==> config.mk <==
export PLATFORM = sky130hd
export DESIGN_NAME = tagflow_unit
export DESIGN_NICKNAME = d
export VERILOG_FILES = /design/src/rtl/tagflow_pkg.sv /design/src/rtl/tf_group_screen.sv /design/src/rtl/tf_tag_edit.sv /design/src/rtl/tf_core.sv /design/src/rtl/tf_out_stage.sv /design/src/rtl/tagflow_unit.sv
export SDC_FILE = /design/constraint.sdc
export NUM_CORES = 1
export LEC_CHECK = 0
export ABC_AREA = 1
export BUFFER_PORTS_ARGS = -buffer_cell sky130_fd_sc_hd__buf_2
export CAP_MARGIN = 40
export CORE_MARGIN = 10
export CORE_UTILIZATION = 27
export DETAILED_ROUTE_END_ITERATION = 10
export HOLD_SLACK_MARGIN = 0.05
export SLEW_MARGIN = 20
export SYNTH_ARGS = -nofsm -noshare
export SYNTH_HDL_FRONTEND = slang
export SYNTH_SLANG_ARGS = --single-unit
==> constraint.sdc <==
create_clock -name clk -period 0.92 [get_ports clk]
set_input_delay 0 -clock clk [delete_from_list [all_inputs] [get_ports clk]]
set_output_delay 0 -clock clk [all_outputs]
set_load 0.05 [all_outputs]
==> src/rtl/tagflow_pkg.sv <==
package tagflow_pkg;

    typedef enum logic [2:0] {
        TF_AND     = 3'd0,
        TF_OR      = 3'd1,
        TF_XOR     = 3'd2,
        TF_UNKNOWN = 3'd3,
        TF_SET_TAG = 3'd4,
        TF_GET_TAG = 3'd5
    } tf_op_e;

    typedef struct packed {
        logic set_en;
        logic clr_en;
    } tf_edit_t;

    // Map the raw select onto an operation; spare codes fall back to worst case.
    function automatic tf_op_e decode_op(input logic [2:0] sel);
        case (sel)
            3'd0:    return TF_AND;
            3'd1:    return TF_OR;
            3'd2:    return TF_XOR;
            3'd4:    return TF_SET_TAG;
            3'd5:    return TF_GET_TAG;
            default: return TF_UNKNOWN;
        endcase
    endfunction

    // True when an operand with value v masks the other operand under op.
    function automatic logic masks_partner(input tf_op_e op, input logic v);
        case (op)
            TF_AND:  return ~v;
            TF_OR:   return v;
            default: return 1'b0;
        endcase
    endfunction

endpackage

==> src/rtl/tf_group_screen.sv <==
module tf_group_screen #(
    parameter int N = 4,
    parameter int GW = 2,
    parameter logic [N*GW-1:0] GROUP_MAP = '0
) (
    input  logic [N-1:0] partner_tags,
    output logic [N-1:0] kin_present
);
    // kin_present[i]: partner carries some tag sharing tag i's group.
    for (genvar i = 0; i < N; i++) begin : g_tag
        logic [N-1:0] same_grp;
        for (genvar j = 0; j < N; j++) begin : g_cmp
            assign same_grp[j] = partner_tags[j] &&
                (GROUP_MAP[j*GW +: GW] == GROUP_MAP[i*GW +: GW]);
        end
        assign kin_present[i] = |same_grp;
    end
endmodule

==> src/rtl/tf_tag_edit.sv <==
module tf_tag_edit
    import tagflow_pkg::*;
#(
    parameter int N = 4,
    parameter int IW = 2
) (
    input  logic [N-1:0]  tags_in,
    input  logic [IW-1:0] idx,
    input  tf_edit_t      ctl,
    output logic [N-1:0]  tags_out,
    output logic          picked
);
    logic [N-1:0] hit;

    for (genvar i = 0; i < N; i++) begin : g_hit
        assign hit[i] = (idx == IW'(i));
    end

    always_comb begin
        if (ctl.set_en)
            tags_out = tags_in | hit;
        else if (ctl.clr_en)
            tags_out = tags_in & ~hit;
        else
            tags_out = tags_in;
    end

    assign picked = |(tags_in & hit);
endmodule

==> src/rtl/tf_core.sv <==
module tf_core
    import tagflow_pkg::*;
#(
    parameter int N = 4,
    parameter int GW = 2,
    parameter logic [N*GW-1:0] GROUP_MAP = '0,
    parameter int IW = 2
) (
    input  logic [2:0]    op_sel,
    input  logic          a_val,
    input  logic [N-1:0]  a_tags,
    input  logic          b_val,
    input  logic [N-1:0]  b_tags,
    input  logic [IW-1:0] tag_idx,
    input  tf_edit_t      edit,
    output logic          r_val,
    output logic [N-1:0]  r_tags
);
    tf_op_e       op;
    logic [N-1:0] a_kin, b_kin;
    logic [N-1:0] a_keep, b_keep;
    logic [N-1:0] edited;
    logic         picked;

    assign op = decode_op(op_sel);

    // a_kin[i]: b holds a tag in the group of a's tag i (and vice versa).
    tf_group_screen #(.N(N), .GW(GW), .GROUP_MAP(GROUP_MAP)) u_screen_a (
        .partner_tags (b_tags),
        .kin_present  (a_kin)
    );

    tf_group_screen #(.N(N), .GW(GW), .GROUP_MAP(GROUP_MAP)) u_screen_b (
        .partner_tags (a_tags),
        .kin_present  (b_kin)
    );

    tf_tag_edit #(.N(N), .IW(IW)) u_edit (
        .tags_in  (a_tags),
        .idx      (tag_idx),
        .ctl      (edit),
        .tags_out (edited),
        .picked   (picked)
    );

    // A tag survives unless the partner masks it and holds no kin tag.
    assign a_keep = a_tags & ~({N{masks_partner(op, b_val)}} & ~a_kin);
    assign b_keep = b_tags & ~({N{masks_partner(op, a_val)}} & ~b_kin);

    always_comb begin
        r_tags = a_keep | b_keep;
        case (op)
            TF_AND:     r_val = a_val & b_val;
            TF_OR:      r_val = a_val | b_val;
            TF_XOR:     r_val = a_val ^ b_val;
            TF_SET_TAG: begin
                r_val  = a_val;
                r_tags = edited;
            end
            TF_GET_TAG: begin
                r_val  = picked;
                r_tags = '0;
            end
            default:    r_val = a_val;
        endcase
    end
endmodule

==> src/rtl/tf_out_stage.sv <==
module tf_out_stage #(
    parameter int N = 4,
    parameter bit REG_OUT = 1'b1
) (
    input  logic         clk,
    input  logic         rst,
    input  logic         in_valid,
    input  logic         d_val,
    input  logic [N-1:0] d_tags,
    output logic         out_valid,
    output logic         q_val,
    output logic [N-1:0] q_tags
);
    if (REG_OUT) begin : g_reg
        always_ff @(posedge clk) begin
            if (rst) begin
                out_valid <= 1'b0;
                q_val     <= 1'b0;
                q_tags    <= '0;
            end else begin
                out_valid <= in_valid;
                if (in_valid) begin
                    q_val  <= d_val;
                    q_tags <= d_tags;
                end
            end
        end
    end else begin : g_comb
        logic unused_clk;
        assign unused_clk = clk ^ rst;
        assign out_valid  = in_valid;
        assign q_val      = d_val;
        assign q_tags     = d_tags;
    end
endmodule

==> src/rtl/tagflow_unit.sv <==
module tagflow_unit
    import tagflow_pkg::*;
#(
    parameter int N = 4,
    parameter int GW = 2,
    parameter logic [N*GW-1:0] GROUP_MAP = 8'b01_01_00_00,
    parameter bit REG_OUT = 1'b1,
    localparam int IW = (N > 1) ? $clog2(N) : 1
) (
    input  logic          clk,
    input  logic          rst,
    input  logic          in_valid,
    input  logic [2:0]    op_sel,
    input  logic          a_val,
    input  logic [N-1:0]  a_tags,
    input  logic          b_val,
    input  logic [N-1:0]  b_tags,
    input  logic [IW-1:0] tag_idx,
    input  logic          set_en,
    input  logic          clr_en,
    output logic          out_valid,
    output logic          y_val,
    output logic [N-1:0]  y_tags
);
    tf_edit_t     edit;
    logic         r_val;
    logic [N-1:0] r_tags;

    assign edit = '{set_en: set_en, clr_en: clr_en};

    tf_core #(.N(N), .GW(GW), .GROUP_MAP(GROUP_MAP), .IW(IW)) u_core (
        .op_sel  (op_sel),
        .a_val   (a_val),
        .a_tags  (a_tags),
        .b_val   (b_val),
        .b_tags  (b_tags),
        .tag_idx (tag_idx),
        .edit    (edit),
        .r_val   (r_val),
        .r_tags  (r_tags)
    );

    tf_out_stage #(.N(N), .REG_OUT(REG_OUT)) u_out (
        .clk       (clk),
        .rst       (rst),
        .in_valid  (in_valid),
        .d_val     (r_val),
        .d_tags    (r_tags),
        .out_valid (out_valid),
        .q_val     (y_val),
        .q_tags    (y_tags)
    );
endmodule

; ---- Word level (Yosys, flattened, before mapping)
; Cells that the tools add are included.
[word_totals]
input_bits = 20
ff_bits = 6
[classes]
n_eq_ne = 11
muxes = 7
n_bitwise = 18
n_reduce_logical = 8
[op_table]
columns = op, n
row1 = $and A4 B4 Y4, 6
row2 = $not A4 Y4, 5
row3 = $pmux W3 S5, 1
row4 = $eq A3 B3 Y1 const B, 4
row5 = $mux W4, 2
row6 = $or A4 B4 Y4, 2
row7 = $pmux W4 S2, 1
row8 = $reduce_or A2 Y1, 4
row9 = $eq A3 B1 Y1 const B, 2
row10 = $eq A3 B2 Y1 const B, 2
row11 = $logic_not A3 Y1, 2
row12 = $eq A2 B2 Y1 const B, 2
row13 = $pmux W1 S2, 2
row14 = $pmux W1 S4, 1
row15 = $reduce_or A4 Y1, 1
row16 = $eq A2 B1 Y1 const B, 1
row17 = $logic_not A2 Y1, 1
row18 = $not A1 Y1, 2
row19 = $and A1 B1 Y1, 1
row20 = $or A1 B1 Y1, 1
row21 = $xor A1 B1 Y1, 1

; ---- Depth between registers and ports, before layout
[depth]
depth_word = 9
mapped_depth = 8

; ---- Modules after synthesis
; Synthesis repeated with hierarchy kept, for this count alone.
[unflattened]
hier_cells = 145
hier_area_um2 = 738.2
[by_module_without_submodules]
columns = mod, seq_area_each_um2, cells_each, instances, area_per_inst_um2
row1 = tf_core, 0.0, 62, 1, 290.3
row2 = tf_out_stage, 120.1, 35, 1, 249.0
row3 = tf_tag_edit, 0.0, 32, 1, 123.9
row4 = tf_group_screen, 0.0, 8, 2, 37.5

; ---- Worst setup path after synthesis
; Ideal clock, no wire load.
[synth_path]
path_type = reg-to-reg
from = register, netlist name u_out.q_tags[1]
to = register u_out.q_tags[1]
required_time_ns = 0.853
arrival_time_ns = 0.900
path_buffers = 0
setup_slack_ns = -0.046
path_stages_with_launch = 3
cell_sequence = dfxtp_1 -> o21ai_0 -> a21oi_2
[synth_lines]
columns = element, line_no
row1 = "end signal, assigned", tf_out_stage.sv:24  ; q_tags <= d_tags;
row2 = "end, declared", tf_out_stage.sv:12  ; output logic [N-1:0] q_tags

==> results by group <==
STA
  • Worst Clk Skew: 0 ns
  • Relative slew margins: 83.12%
  • Final Critical Period: 0.8703 ns
  • Fin. max-slew vios: 0
  • RSZ-0062 raised after global routing: false
  • Final hold viol count: 0
  • F_max: 1149 MHz
  • Setup violators final: 0
  • Final period util: 94.59%
  • Setup TNS: 0 ns
  • Worst-margin pin slew: 0.2549 ns

Power and ir drop
  • Leakage dissipation: 0.4377 nW
  • Max rail drop VDD: 0.0003368 V
  • Logic pwr share: 37.5%
  • PD cells: 1113 mW/mm²
  • Int Pwr: 541.6 µW
  • Sw Ratio: 36.46%
  • Clock share of power: 28.4%
  • Switching power: 310.8 µW
  • Flop pwr share: 34.2%

Die
  • Row cnt: 16
  • Core area: 0.001942 mm²
  • Chip Height: 64.85 µm
  • Num ports: 26
  • Die area: 0.004205 mm²
  • Width of the die: 64.85 µm
  • Starting Density: 27.96%

GRT
  • Largest net degree at the start of global routing: 8
  • Vias in the first global route: 692
  • Initial antenna violation count: 0
  • Gr usage total: 7.796%
  • GRT overflow: 0
  • First-pass GRT wire length: 2.773 mm

Layout
  • Reg area: 126.4 µm²
  • Antenna Cells: 0
  • Fin cells: 160
  • Layout fillers: 241
  • Area added between synthesis and finish: 41.01%
  • Fin nets: 157
  • Ratio of cells with drive above 1 in the final layout: 30.83%
  • Multi-input gate area: 381.6 µm²

Clock network
  • CTS tree: built
  • Clock latency on the worst-skew pair: 0.24 ns
  • Number of CTS-inserted buffers: 3
  • Clock root buffer master: clkbuf_4
  • H-tree levels: 1
  • # Post-CTS Setup Buffers: 0
  • Num Clock Sinks: 6
  • Clock-pin slew on the worst setup and hold paths: 0.04 ns
  • Clk buf depth: 2

Hold path
  • Worst min-delay path category: input pin to register

Synthesis
  • YS warnings: 0
  • Top-count cell post-synth: nand2_1
  • Number of synthesized flops with an enable pin: 0
  • Top cell type's share of synthesized area: 29.72%
  • Commonest cells post-synth: nand2_1 (43), nor2_1 (15), inv_1 (10)
  • FFs w/ async S/R, synth: 0%
  • Syn nets: 123
  • Synth Instances: 101
  • Main flop type after synthesis: dfxtp_1
  • Post-synthesis cell type count: 13
  • FF+latch count, synth: 6
  • Post-synth top area cell: nand2_1
  • Synth top area cells: nand2_1 (30%), dfxtp_1 (22%), nor2_1 (10%)
  • Avg Inst Size Synth: 5.376 µm²
  • Register area share after synthesis: 22.12%
  • Post-Syn Area: 543.0 µm²

Worst setup path
  • RR Endpoint: u_out.q_tags[0]
  • Slowest cell on the critical path: dlygate4sd3_1
  • Endpoint class of the critical path: register
  • Crit path from: in_valid
  • FF-to-FF Start: u_out.q_tags[0]
  • Worst EP arrival: 1.00 ns
  • Crit path cell chain: dlygate4sd3_1 -> buf_2 -> inv_1 -> nor2_1 -> a21oi_2
  • CP required: 1.05 ns
  • Crit path max fanout: 7
  • Reg2Reg Setup Slack: 0.26 ns
  • CP Launch Type: input pin
  • CP max stage delay: 0.52 ns
  • Critical path type: input pin to register
  • Crit path to: u_out.q_tags[0]
  • Register-to-Register Path Depth: 2

Placed design
  • Dpl cells: 155
  • Placer Congestion: 0.7059
  • Port Buffers: 25
  • DP Wirelength: 1.414 mm

Detailed routing
  • DRT iter0 DRCs: 28
  • Via count: 724
  • DRT Pass-1 Iters: 6
  • Post-DRT Antenna Nets: 0
  • DR vias/cell: 4.525
  • Avg WL per Cell: 10.08 µm
  • Final WL: 1.612 mm
  • DRC viols: 0

Status
  • Status: completed

Job
  • Max Cap Violations: 0
==> cell families after synthesis <==
logic type,count (synthesis),share of synthesized area [%]
buffers and inverters,11,7.604
AOI/OAI and AO/OA,17,19.12
adders and majority gates,2,4.608
DFF,6,22.12
and+or+nand+nor,65,46.54
==> power by group through the flow <==
stage / Combinational (mW) / Clock [mW] / Sequential, mW
floorplan: 0.126 / 0 / 0.367
global placement: 0.310 / 0 / 0.295
detailed placement: 0.313 / 0 / 0.296
CTS: 0.321 / 0.254 / 0.292
global route: 0.359 / 0.278 / 0.294
finish: 0.319 / 0.242 / 0.291
==> area by class of cell <==
cell class                 count  area share [%]
tap                           27           4.412
multi-input combinational     84           49.84
inverter                      11           5.392
clock buffer                   3           2.941
sequential                     6           16.50
timing repair buffer          29           20.92
==> state kept, by name (all words and copies together), names as in the netlist <==
name / count
u_out.out_valid: 1
u_out.q_tags: 4
u_out.q_val: 1
==> critical path: cells and delay by family <==
family,cells,cell delay (ns)
simple gates,1,0.15
buf+inv,3,0.77
compound gates,1,0.07
==> layout by cell type, fill, tap and decap left out, types with 3 or more instances in the layout <==
master,n
clkbuf_4,3
o21ai_0,6
nand3_1,6
a21oi_2,4
nand2_1,43
inv_1,9
dfxtp_2,5
nor2_1,15
buf_2,25
a21oi_1,5
==> worst min-delay path by stage <==
stage	start	endpoint	slack, ns	depth (start not counted)
CTS	b_tags[1]	u_out.q_tags[1]	0.12	5
global placement	rst	u_out.out_valid	0.17	2
global route	b_tags[0]	u_out.q_tags[0]	0.14	5
finish	b_tags[1]	u_out.q_tags[1]	0.13	5
detailed placement	rst	u_out.out_valid	0.18	2
floorplan	rst	u_out.out_valid	0.07	1
==> stage by stage <==
| stage | setup WS (ns) | util [%] | hold slack, ns | power, mW | instance area [µm²] |
|---|---|---|---|---|---|
| 2_1_floorplan | 0.1356 | - | 0.07238 | 0.4936 | 549.3 |
| 3_3_place_gp | 0.01973 | 37.24 | 0.1728 | 0.6051 | 723.2 |
| 3_5_place_dp | 0.001109 | 37.24 | 0.1794 | 0.6090 | 723.2 |
| 4_1_cts | 0.04527 | 39.43 | 0.1156 | 0.8666 | 765.7 |
| 5_1_grt | 0.01677 | 39.43 | 0.1369 | 0.9300 | 765.7 |
| 6_report | 0.04973 | 39.43 | 0.1256 | 0.8524 | 765.7 |
==> what timing repair did <==
action | 4_1_cts | 5_1_grt
endpoints found under the hold margin | 2 | 0
hold buffers | 2 | 0
gates resized for setup | 0 | 1
endpoints found under the setup margin | 0 | 1
==> per-layer routing <==
layer | share of wire [%] | wire length, µm | vias up | GRT usage, %
met3 | 8.4 | 136 | 2 | 2.921
met5 | 0 | 0 | - | 0
met4 | 0.99 | 16 | 0 | 3.209
met2 | 43 | 688 | 30 | 12.07
li1 | - | - | 386 | -
met1 | 48 | 771 | 306 | 9.441
Note: power is estimated with default switching activity, not from simulation.
